**src/rtl/sram_wr_pkg.sv**
```systemverilog
package sram_wr_pkg;
  localparam int DQ_W      = 68;
  localparam int CMD_W     = 11;
  localparam int ID_W      = 5;
  localparam int LO_W      = 19;
  localparam int HI_W      = 2;
  localparam int ADDR_W    = HI_W + LO_W;
  localparam int TSZ_W     = 2;
  localparam int BASE_LAT  = 4;
  localparam int MAX_LAT   = BASE_LAT + (1 << TSZ_W) - 1;

  // field positions decoded from the host buses
  localparam int BURST_BIT = 2;
  localparam int HI_LSB    = 7;
  localparam int SEL_LSB   = 19;
  localparam int ID_LSB    = 21;

  localparam logic [1:0] OP_WR    = 2'b01;
  localparam logic [1:0] SEL_SRAM = 2'b10;

  typedef enum logic [1:0] {
    ST_IDLE,
    ST_HALF_B,
    ST_TAIL_2,
    ST_TAIL_3
  } win_st_e;

  typedef struct packed {
    logic              vld;
    logic [ADDR_W-1:0] addr;
  } wr_slot_t;
endpackage

```
**src/rtl/sram_wr_cmd_fsm.sv**
```systemverilog
module sram_wr_cmd_fsm
  import sram_wr_pkg::*;
(
  input  logic              clk_i,
  input  logic              rst_ni,
  input  logic [CMD_W-1:0]  cmd_i,
  input  logic              cmd_vld_i,
  input  logic [DQ_W-1:0]   dq_i,
  input  logic [ID_W-1:0]   dev_id_i,
  output logic              launch_o,
  output logic [ADDR_W-1:0] launch_addr_o,
  output logic              err_set_o
);
  win_st_e           st_q, st_d;
  logic              mine_q, bad_q;
  logic [ADDR_W-1:0] addr_q;

  logic is_wr, sel_bad, burst, id_hit, bad_b;
  logic unused_bits;

  assign is_wr   = cmd_vld_i && (cmd_i[1:0] == OP_WR);
  assign sel_bad = dq_i[SEL_LSB +: 2] != SEL_SRAM;
  assign burst   = cmd_i[BURST_BIT];
  assign id_hit  = dq_i[ID_LSB +: ID_W] == dev_id_i;
  assign unused_bits = ^{dq_i[DQ_W-1:ID_LSB+ID_W], cmd_i[CMD_W-1:HI_LSB+HI_W],
                         cmd_i[HI_LSB-1:BURST_BIT+1]};

  always_comb begin
    st_d = st_q;
    unique case (st_q)
      ST_IDLE:   if (is_wr) st_d = ST_HALF_B;
      ST_HALF_B: st_d = ST_TAIL_2;
      ST_TAIL_2: st_d = ST_TAIL_3;
      ST_TAIL_3: st_d = ST_IDLE;
      default:   st_d = ST_IDLE;
    endcase
  end

  always_ff @(posedge clk_i or negedge rst_ni) begin
    if (!rst_ni) begin
      st_q   <= ST_IDLE;
      mine_q <= 1'b0;
      bad_q  <= 1'b0;
      addr_q <= '0;
    end else begin
      st_q <= st_d;
      if (st_q == ST_IDLE && is_wr) begin
        mine_q <= id_hit;
        bad_q  <= sel_bad | burst;
        addr_q <= {cmd_i[HI_LSB +: HI_W], dq_i[LO_W-1:0]};
      end
    end
  end

  // second half decides: launch, flag, or drop
  assign bad_b         = bad_q | sel_bad | burst;
  assign launch_o      = (st_q == ST_HALF_B) && mine_q && is_wr && !bad_b;
  assign err_set_o     = (st_q == ST_HALF_B) && mine_q && is_wr && bad_b;
  assign launch_addr_o = addr_q;
endmodule

```
**src/rtl/sram_wr_delay.sv**
```systemverilog
module sram_wr_delay
  import sram_wr_pkg::*;
(
  input  logic              clk_i,
  input  logic              rst_ni,
  input  logic [TSZ_W-1:0]  tbl_size_i,
  input  logic              in_vld_i,
  input  logic [ADDR_W-1:0] in_addr_i,
  output wr_slot_t          out_o
);
  localparam int IDX_W = $clog2(MAX_LAT);

  wr_slot_t   slot_q [MAX_LAT];
  wr_slot_t   slot_d [MAX_LAT];
  wr_slot_t   fresh;
  logic [IDX_W-1:0] ins_idx;

  // insert near the tail so the output tap stays fixed
  assign ins_idx = IDX_W'(MAX_LAT - BASE_LAT) - IDX_W'(tbl_size_i);
  assign fresh   = '{vld: 1'b1, addr: in_addr_i};

  for (genvar g = 0; g < MAX_LAT; g++) begin : g_stage
    logic hit;
    assign hit = in_vld_i && (ins_idx == IDX_W'(g));
    if (g == 0) begin : g_head
      assign slot_d[g] = hit ? fresh : '0;
    end else begin : g_body
      assign slot_d[g] = hit ? fresh : slot_q[g-1];
    end
  end

  always_ff @(posedge clk_i or negedge rst_ni) begin
    if (!rst_ni) begin
      for (int i = 0; i < MAX_LAT; i++) slot_q[i] <= '0;
    end else begin
      for (int i = 0; i < MAX_LAT; i++) slot_q[i] <= slot_d[i];
    end
  end

  assign out_o = slot_q[MAX_LAT-1];
endmodule

```
**src/rtl/sram_wr_pipe.sv**
```systemverilog
module sram_wr_pipe
  import sram_wr_pkg::*;
(
  input  logic              clk_i,
  input  logic              rst_ni,
  input  logic [CMD_W-1:0]  cmd_i,
  input  logic              cmd_vld_i,
  input  logic [DQ_W-1:0]   dq_i,
  input  logic [ID_W-1:0]   dev_id_i,
  input  logic [TSZ_W-1:0]  tbl_size_i,
  output logic [ADDR_W-1:0] sram_addr_o,
  output logic              sram_we_no,
  output logic              sram_drv_o,
  output logic              err_o
);
  logic              wr_launch;
  logic              wr_err_set;
  logic [ADDR_W-1:0] wr_addr;
  wr_slot_t          tail;
  logic              err_q;

  sram_wr_cmd_fsm u_fsm (
    .clk_i        (clk_i),
    .rst_ni       (rst_ni),
    .cmd_i        (cmd_i),
    .cmd_vld_i    (cmd_vld_i),
    .dq_i         (dq_i),
    .dev_id_i     (dev_id_i),
    .launch_o     (wr_launch),
    .launch_addr_o(wr_addr),
    .err_set_o    (wr_err_set)
  );

  sram_wr_delay u_dly (
    .clk_i     (clk_i),
    .rst_ni    (rst_ni),
    .tbl_size_i(tbl_size_i),
    .in_vld_i  (wr_launch),
    .in_addr_i (wr_addr),
    .out_o     (tail)
  );

  always_ff @(posedge clk_i or negedge rst_ni) begin
    if (!rst_ni) err_q <= 1'b0;
    else         err_q <= err_q | wr_err_set;
  end

  assign sram_we_no  = ~tail.vld;
  assign sram_drv_o  = tail.vld;
  assign sram_addr_o = tail.addr;
  assign err_o       = err_q;
endmodule

```
**config.mk**
```make
export PLATFORM = sky130hd
export DESIGN_NAME = sram_wr_pipe
export DESIGN_NICKNAME = d
export VERILOG_FILES = /design/src/rtl/sram_wr_pkg.sv /design/src/rtl/sram_wr_cmd_fsm.sv /design/src/rtl/sram_wr_delay.sv /design/src/rtl/sram_wr_pipe.sv
export SDC_FILE = /design/constraint.sdc
export NUM_CORES = 1
export LEC_CHECK = 0
export BUFFER_PORTS_ARGS = -buffer_cell sky130_fd_sc_hd__clkbuf_2
export CELL_PAD_IN_SITES_DETAIL_PLACEMENT = 0
export CELL_PAD_IN_SITES_GLOBAL_PLACEMENT = 1
export CORE_AREA = 2 2 130 132
export DETAILED_ROUTE_END_ITERATION = 16
export DIE_AREA = 0 0 132 134
export HOLD_SLACK_MARGIN = 0.08
export PLACE_DENSITY_LB_ADDON = 0.1
export RECOVER_POWER = 50
export SLEW_MARGIN = 20
export SYNTH_ARGS = -nofsm -noshare
export SYNTH_HDL_FRONTEND = slang
export SYNTH_SLANG_ARGS = --single-unit
export TNS_END_PERCENT = 100
```
**constraint.sdc**
```tcl
create_clock -name clk_i -period 2.4 [get_ports clk_i]
set_clock_uncertainty 0.2 [all_clocks]
set_input_delay 0.24 -clock clk_i [delete_from_list [all_inputs] [get_ports clk_i]]
set_output_delay 0.24 -clock clk_i [all_outputs]
set_load 0.05 [all_outputs]
```
==> metrics.yaml, run 1 <==
final_layout:
  mostFrequentLayoutCells: "dfrtp_1, clkbuf_2, mux2_2"
  antennaDiodeCount: 0
  syn_to_final_growth_pct: 24.3
  final_common_cell: "dfrtp_1"
  stdcell_area_sq_mm: 0.00777
  instances_no_fill: 682
  nets: 543
  final_layout_size_suffix_gt1_share_pct: 42.4
  fill_cells: 1443
power:
  power_w: 0.00676
  leakage_nw: 4.10
  p_int_w: 0.00527
  p_comb_share_pct: 7.3
  p_clk_share_pct: 41.5
  pwr-share-seq_pct: 51.3
  power.density_mw_per_mm2: 870
  swShare_pct: 22.0
  ir_drop_v: 0.000553
  power.switching_w: 0.00149
clock_network:
  clock_latency_ns: 0.42
  post-cts-setup-buffers: 0
  cts_made_buffers: 17
  cts-root-buf: "clkbuf_16"
  clk_pin_slew_worst_paths_ns: 0.06
  cts_tree: "built"
  h-tree-depth: 4
  clock-sinks: 180
  cts_buffer_depth: 2
timing:
  relSlewSlack_pct: 29.1
  fmax_mhz: 424
  finalHoldViolations: 0
  rsz0062_at_grt: "no"
  slew_violations: 0
  fin_crit_sh_pct: 98.2
  fin_ws_ns: 0.0433
  min_period_ns: 2.36
  hold_ws_ns: 0.101
  worst_slew_pin_slew_ns: 1.06
  setup_viol: 0
synth:
  synth_top_area_share_pct: 72.1
  ys_warn_count: 0
  yosysUniqueCellTypes: 29
  synth_fp_nets: 450
  synth_top_area_cell: "dfrtp_1"
  synthCells: 357
  synth_area_leaders: "dfrtp_1, mux2_4, mux2_2, buf_4, and2_1"
  syn-cell-area_sq_mm: 0.00625
  ys_ff_latch: 180
  seq_area_frac_synth_pct: 72.1
  avgSynthCellArea_sq_um: 17.5
worst_setup_path:
  regToRegSetupSlack_ns: 0.04
  worstSetupPathDepth: 4
  path_max_fanout: 11
  critPathBufInv: 1
  crit_chain: "or4b_4 > or4b_4 > buf_12 > mux2_4"
  rr_worst_depth: 4
  r2r_start: "u_fsm.bad_q"
  endpoint: "u_dly.slot_q[83]"
  timing.rr.end: "u_dly.slot_q[83]"
  cpMostUsedCell: "or4b_4"
  worstSetupStartpointType: "register"
  cp_data_arrival_time_ns: 2.45
  crit_family: "simple AND/OR/NAND/NOR gates"
  crit_slowest_cell: "or4b_4"
  crit_path_end_kind: "register"
  worst_ep_required_time_ns: 2.50
  critical_path.max_stage_delay_ns: 0.60
  path_class: "reg -> reg"
  startpoint: "u_fsm.bad_q"
placement:
  postPlaceCellArea_sq_mm: 0.00681
  dp_cells: 618
  pre_cts_slack_ns: -0.0592
  hpwl_um: 5200
  globalplace.congestion: 0.640
  io_buffers: 64
grt:
  grt_pass1_wl_um: 16300
  grt.total_usage_pct: 12.2
  first_global_vias: 3162
  overflow: 0
  grt_max_degree: 80
  grt_antenna_before_repair: 0
die:
  num_rows: 47
  coreArea_sq_mm: 0.0163
  die_y_um: 134
  die_area_sq_mm: 0.0177
  io_pins: 113
  die_x_um: 132
  start_util_pct: 38.4
detailed_routing:
  wl_met1_um: 4270
  highest_layer: "met4"
  drc: 0
  met3_length_um: 386
  drt-initial-drc-count: 181
  wl_per_cell_um: 14.0
  ant_nets: 0
  via_count: 2954
  dr_wl_met2_um: 4690
  wl_um: 9560
  viasPerCell: 4.33
  drtPass1Iterations: 4
job:
  max-cap-violations: 0
worst_hold_path:
  hp-class: "in -> reg"
run_status:
  outcome: "completed"
kinds of logic after synthesis:
group	after synthesis	synth area share (%)
compound gates	3	0.340
simple gates	43	4.36
flops	180	72.1
fa+ha+maj	4	0.801
xor+xnor	5	0.701
buf+inv	36	3.98
mux	86	17.8
registers in the layout, summed over array words and instances (netlist names):
name                 count
u_dly.slot_q           132
u_dly.out_o             22
u_fsm.launch_addr_o     21
u_fsm.st_q               2
err_o                    1
u_fsm.bad_q              1
u_fsm.mine_q             1
cells in the mapped netlist, drive strengths merged:
library cell,instances
ha,4
mux2i,1
or4,1
nor2,3
inv,3
nand2b,4
buf,29
mux2,85
nor3,2
or2,1
nor3b,1
nand2,4
nand4b,1
a21o,1
o21ai,1
and2,21
nand3b,1
xor2,5
or4b,2
nor4,2
dfrtp,180
a22o,1
clkbuf,4
final cells by class:
type / count / area (sq um) / area share, %
inverters: 3 / 11.3 / 0.145
repair buffers: 107 / 843 / 10.9
well taps: 220 / 275 / 3.54
multi-input cells: 141 / 1520 / 19.6
clock buffers: 23 / 488 / 6.28
clock inverters: 8 / 124 / 1.59
flip-flops and latches: 180 / 4500 / 58.0
metal layers:
metal  GRT usage (%)  vias up
met1            15.1     1518
met2            19.8       64
li1                -     1359
met4            6.16        0
met3            3.55       13
met5               0        -
worst min path at each step:
stage              from              end  slack (ns)  cells after the start
3_5_place_dp     rst_ni  u_dly.out_o[18]        0.13                      1
4_1_cts        dq_i[24]     u_fsm.mine_q        0.09                      4
2_1_floorplan    rst_ni            err_o       -0.26                      0
5_1_grt        dq_i[24]     u_fsm.mine_q        0.13                      4
3_3_place_gp     rst_ni  u_dly.out_o[18]        0.12                      1
6_report       dq_i[24]     u_fsm.mine_q        0.10                      4
what timing repair did:
item | 4_1_cts | 5_1_grt
gates resized for setup | 3 | 1
gates cloned | 2 | 0
endpoints found under the setup margin | 42 | 26
hold endpoints to repair | 101 | 0
hold buffers | 31 | 0
pin swaps | 2 | 1
stage by stage:
step	TNS, ns	utilization (%)
CTS	0	47.9
floorplan	0	-
global placement	-1.26	41.8
finish	0	47.7
detailed placement	-2.06	41.8
global route	0	47.7
power groups by stage:
stage / registers [W] / clock network [W] / logic, W
2_1_floorplan: 0.00345 / 0 / 0.000294
3_3_place_gp: 0.00352 / 0 / 0.000445
5_1_grt: 0.00351 / 0.00304 / 0.000557
3_5_place_dp: 0.00353 / 0 / 0.000466
4_1_cts: 0.00347 / 0.00289 / 0.000514
6_report: 0.00346 / 0.00280 / 0.000492
tightest hold or removal path, stage by stage:
cell	delay [ns]
clkbuf_2	0.08
xor2_1	0.05
nor3_1	0.17
a22o_1	0.14
No activity file was read; power rests on OpenSTA's default activity.
==> run 2: changes to the inputs <==
Settings changed: CORE_AREA 2 2 130 132 to 2 2 150 115, DIE_AREA 0 0 132 134 to 0 0 152 117.
==> run 2 against run 1 <==
Against the previous run:
- sequential share of layout area rose by 0.45 points
- critical endpoint is now u_dly.slot_q[73]
- critical path type is now in -> reg
- the flow now finishes with violations (capacitance limit, slew limit)
- register-to-register slack barely moved
- sequential power barely moved
- via count rose by 0.74%
- highest routed layer unchanged
==> metrics.yaml, run 2 (synthesis results as in run 1) <==
run_status:
  outcome: "finished with violations"
  violations: "capacitance limit, slew limit"
die:
  die_y_um: 117
  die_x_um: 152
  start_util_pct: 38.0
  die_area_sq_mm: 0.0178
  io_pins: 113
  num_rows: 41
  coreArea_sq_mm: 0.0165
worst_setup_path:
  timing.rr.end: "u_dly.slot_q[73]"
  startpoint: "cmd_i[2]"
  path_class: "in -> reg"
  r2r_start: "u_fsm.bad_q"
  crit_path_end_kind: "register"
  worstSetupStartpointType: "primary input"
  cp_data_arrival_time_ns: 2.49
  path_max_fanout: 11
  endpoint: "u_dly.slot_q[73]"
  regToRegSetupSlack_ns: 0.05
  worst_ep_required_time_ns: 2.50
  rr_worst_depth: 4
grt:
  grt_pass1_wl_um: 16400
  overflow: 0
  grt_max_degree: 61
  grt_antenna_before_repair: 0
  grt.total_usage_pct: 12.1
  first_global_vias: 3202
detailed_routing:
  wl_um: 9550
  wl_per_cell_um: 14.1
  viasPerCell: 4.40
  drtPass1Iterations: 4
  via_count: 2976
  drc: 0
  ant_nets: 0
  drt-initial-drc-count: 113
clock_network:
  clock_latency_ns: 0.42
  post-cts-setup-buffers: 0
  clk_pin_slew_worst_paths_ns: 0.06
  h-tree-depth: 4
  cts_buffer_depth: 2
  cts_made_buffers: 17
  clock-sinks: 180
  cts_tree: "built"
  cts-root-buf: "clkbuf_16"
worst_hold_path:
  hp-class: "in -> reg"
final_layout:
  final_common_cell: "dfrtp_1"
  fill_cells: 1465
  multi_input_area_sq_mm: 0.00152
  nets: 541
  stdcell_area_sq_mm: 0.00771
  regMostFlops: "u_dly.slot_q"
  mostFrequentLayoutCells: "dfrtp_1, clkbuf_2, mux2_2"
  final_layout_size_suffix_gt1_share_pct: 43.2
  regArea_sq_mm: 0.00450
  largest_reg_flops: 132
  instances_no_fill: 676
  antennaDiodeCount: 0
  syn_to_final_growth_pct: 23.3
timing:
  min_period_ns: 2.39
  worst_slew_pin_slew_ns: 1.53
  hold_ws_ns: 0.105
  finalHoldViolations: 0
  setup_viol: 0
  relSlewSlack_pct: -1.75
  fin_crit_sh_pct: 99.5
  slew_violations: 59
  fmax_mhz: 419
  rsz0062_at_grt: "no"
power:
  power.density_mw_per_mm2: 868
  ir_drop_v: 0.000480
  leakage_nw: 4.08
job:
  max-cap-violations: 1
placement:
  io_buffers: 64
  postPlaceCellArea_sq_mm: 0.00679
  globalplace.congestion: 0.642
  dp_cells: 614
  hpwl_um: 5240
==> run 2: per-stage QoR <==
step                      worst slack [ns]  total power (W)  util, %  setup TNS (ns)
after global placement             -0.0351          0.00396     41.2          -0.747
after global routing               0.00743          0.00704     46.8               0
final                               0.0126          0.00669     46.8               0
after detailed placement           -0.0397          0.00400     41.2           -1.28
after floorplan                      0.137          0.00374        -               0
after CTS                           0.0259          0.00681     46.9               0
==> run 2: area by class of cell <==
type | count | area share, %
clock buffers | 18 | 5.70
clock inverters | 14 | 1.96
inverters | 3 | 0.146
multi-input cells | 141 | 19.7
flip-flops and latches | 180 | 58.4
well taps | 215 | 3.49
repair buffers | 105 | 10.6
==> run 2: worst min-delay path by stage <==
stage | start | end | slack (ns) | depth (start not counted)
final | dq_i[25] | u_fsm.mine_q | 0.11 | 4
after global routing | dq_i[25] | u_fsm.mine_q | 0.12 | 4
after CTS | dq_i[25] | u_fsm.mine_q | 0.08 | 4
after detailed placement | rst_ni | u_fsm.launch_addr_o[15] | 0.07 | 1
after global placement | rst_ni | u_dly.slot_q[80] | 0.06 | 1
after floorplan | rst_ni | err_o | -0.26 | 0
==> run 2: where the power goes <==
group	leakage (nW)	switching, W	total, W	internal, W
Sequential	2.47	0.000230	0.00347	0.00324
Combinational	1.32	0.000204	0.000488	0.000284
Clock	0.286	0.00116	0.00273	0.00157
Total	4.08	0.00159	0.00669	0.00510
==> run 2: routing by layer <==
| metal | part of all wire, % | GRT usage [%] | vias up |
|---|---|---|---|
| met5 | 0 | 0 | - |
| li1 | - | - | 1350 |
| met2 | 48 | 19.0 | 62 |
| met1 | 45 | 15.1 | 1548 |
| met4 | 2.4 | 5.61 | 0 |
| met3 | 4.8 | 4.71 | 16 |
==> run 2: critical path, stage by stage <==
cell and delay [ns]:
dlygate4sd3_1 0.53, clkbuf_2 0.11, or4b_4 0.51, or4b_4 0.60
buf_12 0.19, mux2_4 0.30
==> run 2: repair_timing <==
item | in CTS | in global routing
hold buffers | 28 | 0
cloned | 2 | 0
gates resized for setup | 3 | 1
endpoints found under the hold margin | 180 | 0
pin swaps | 2 | 1
endpoints found under the setup margin | 42 | 1
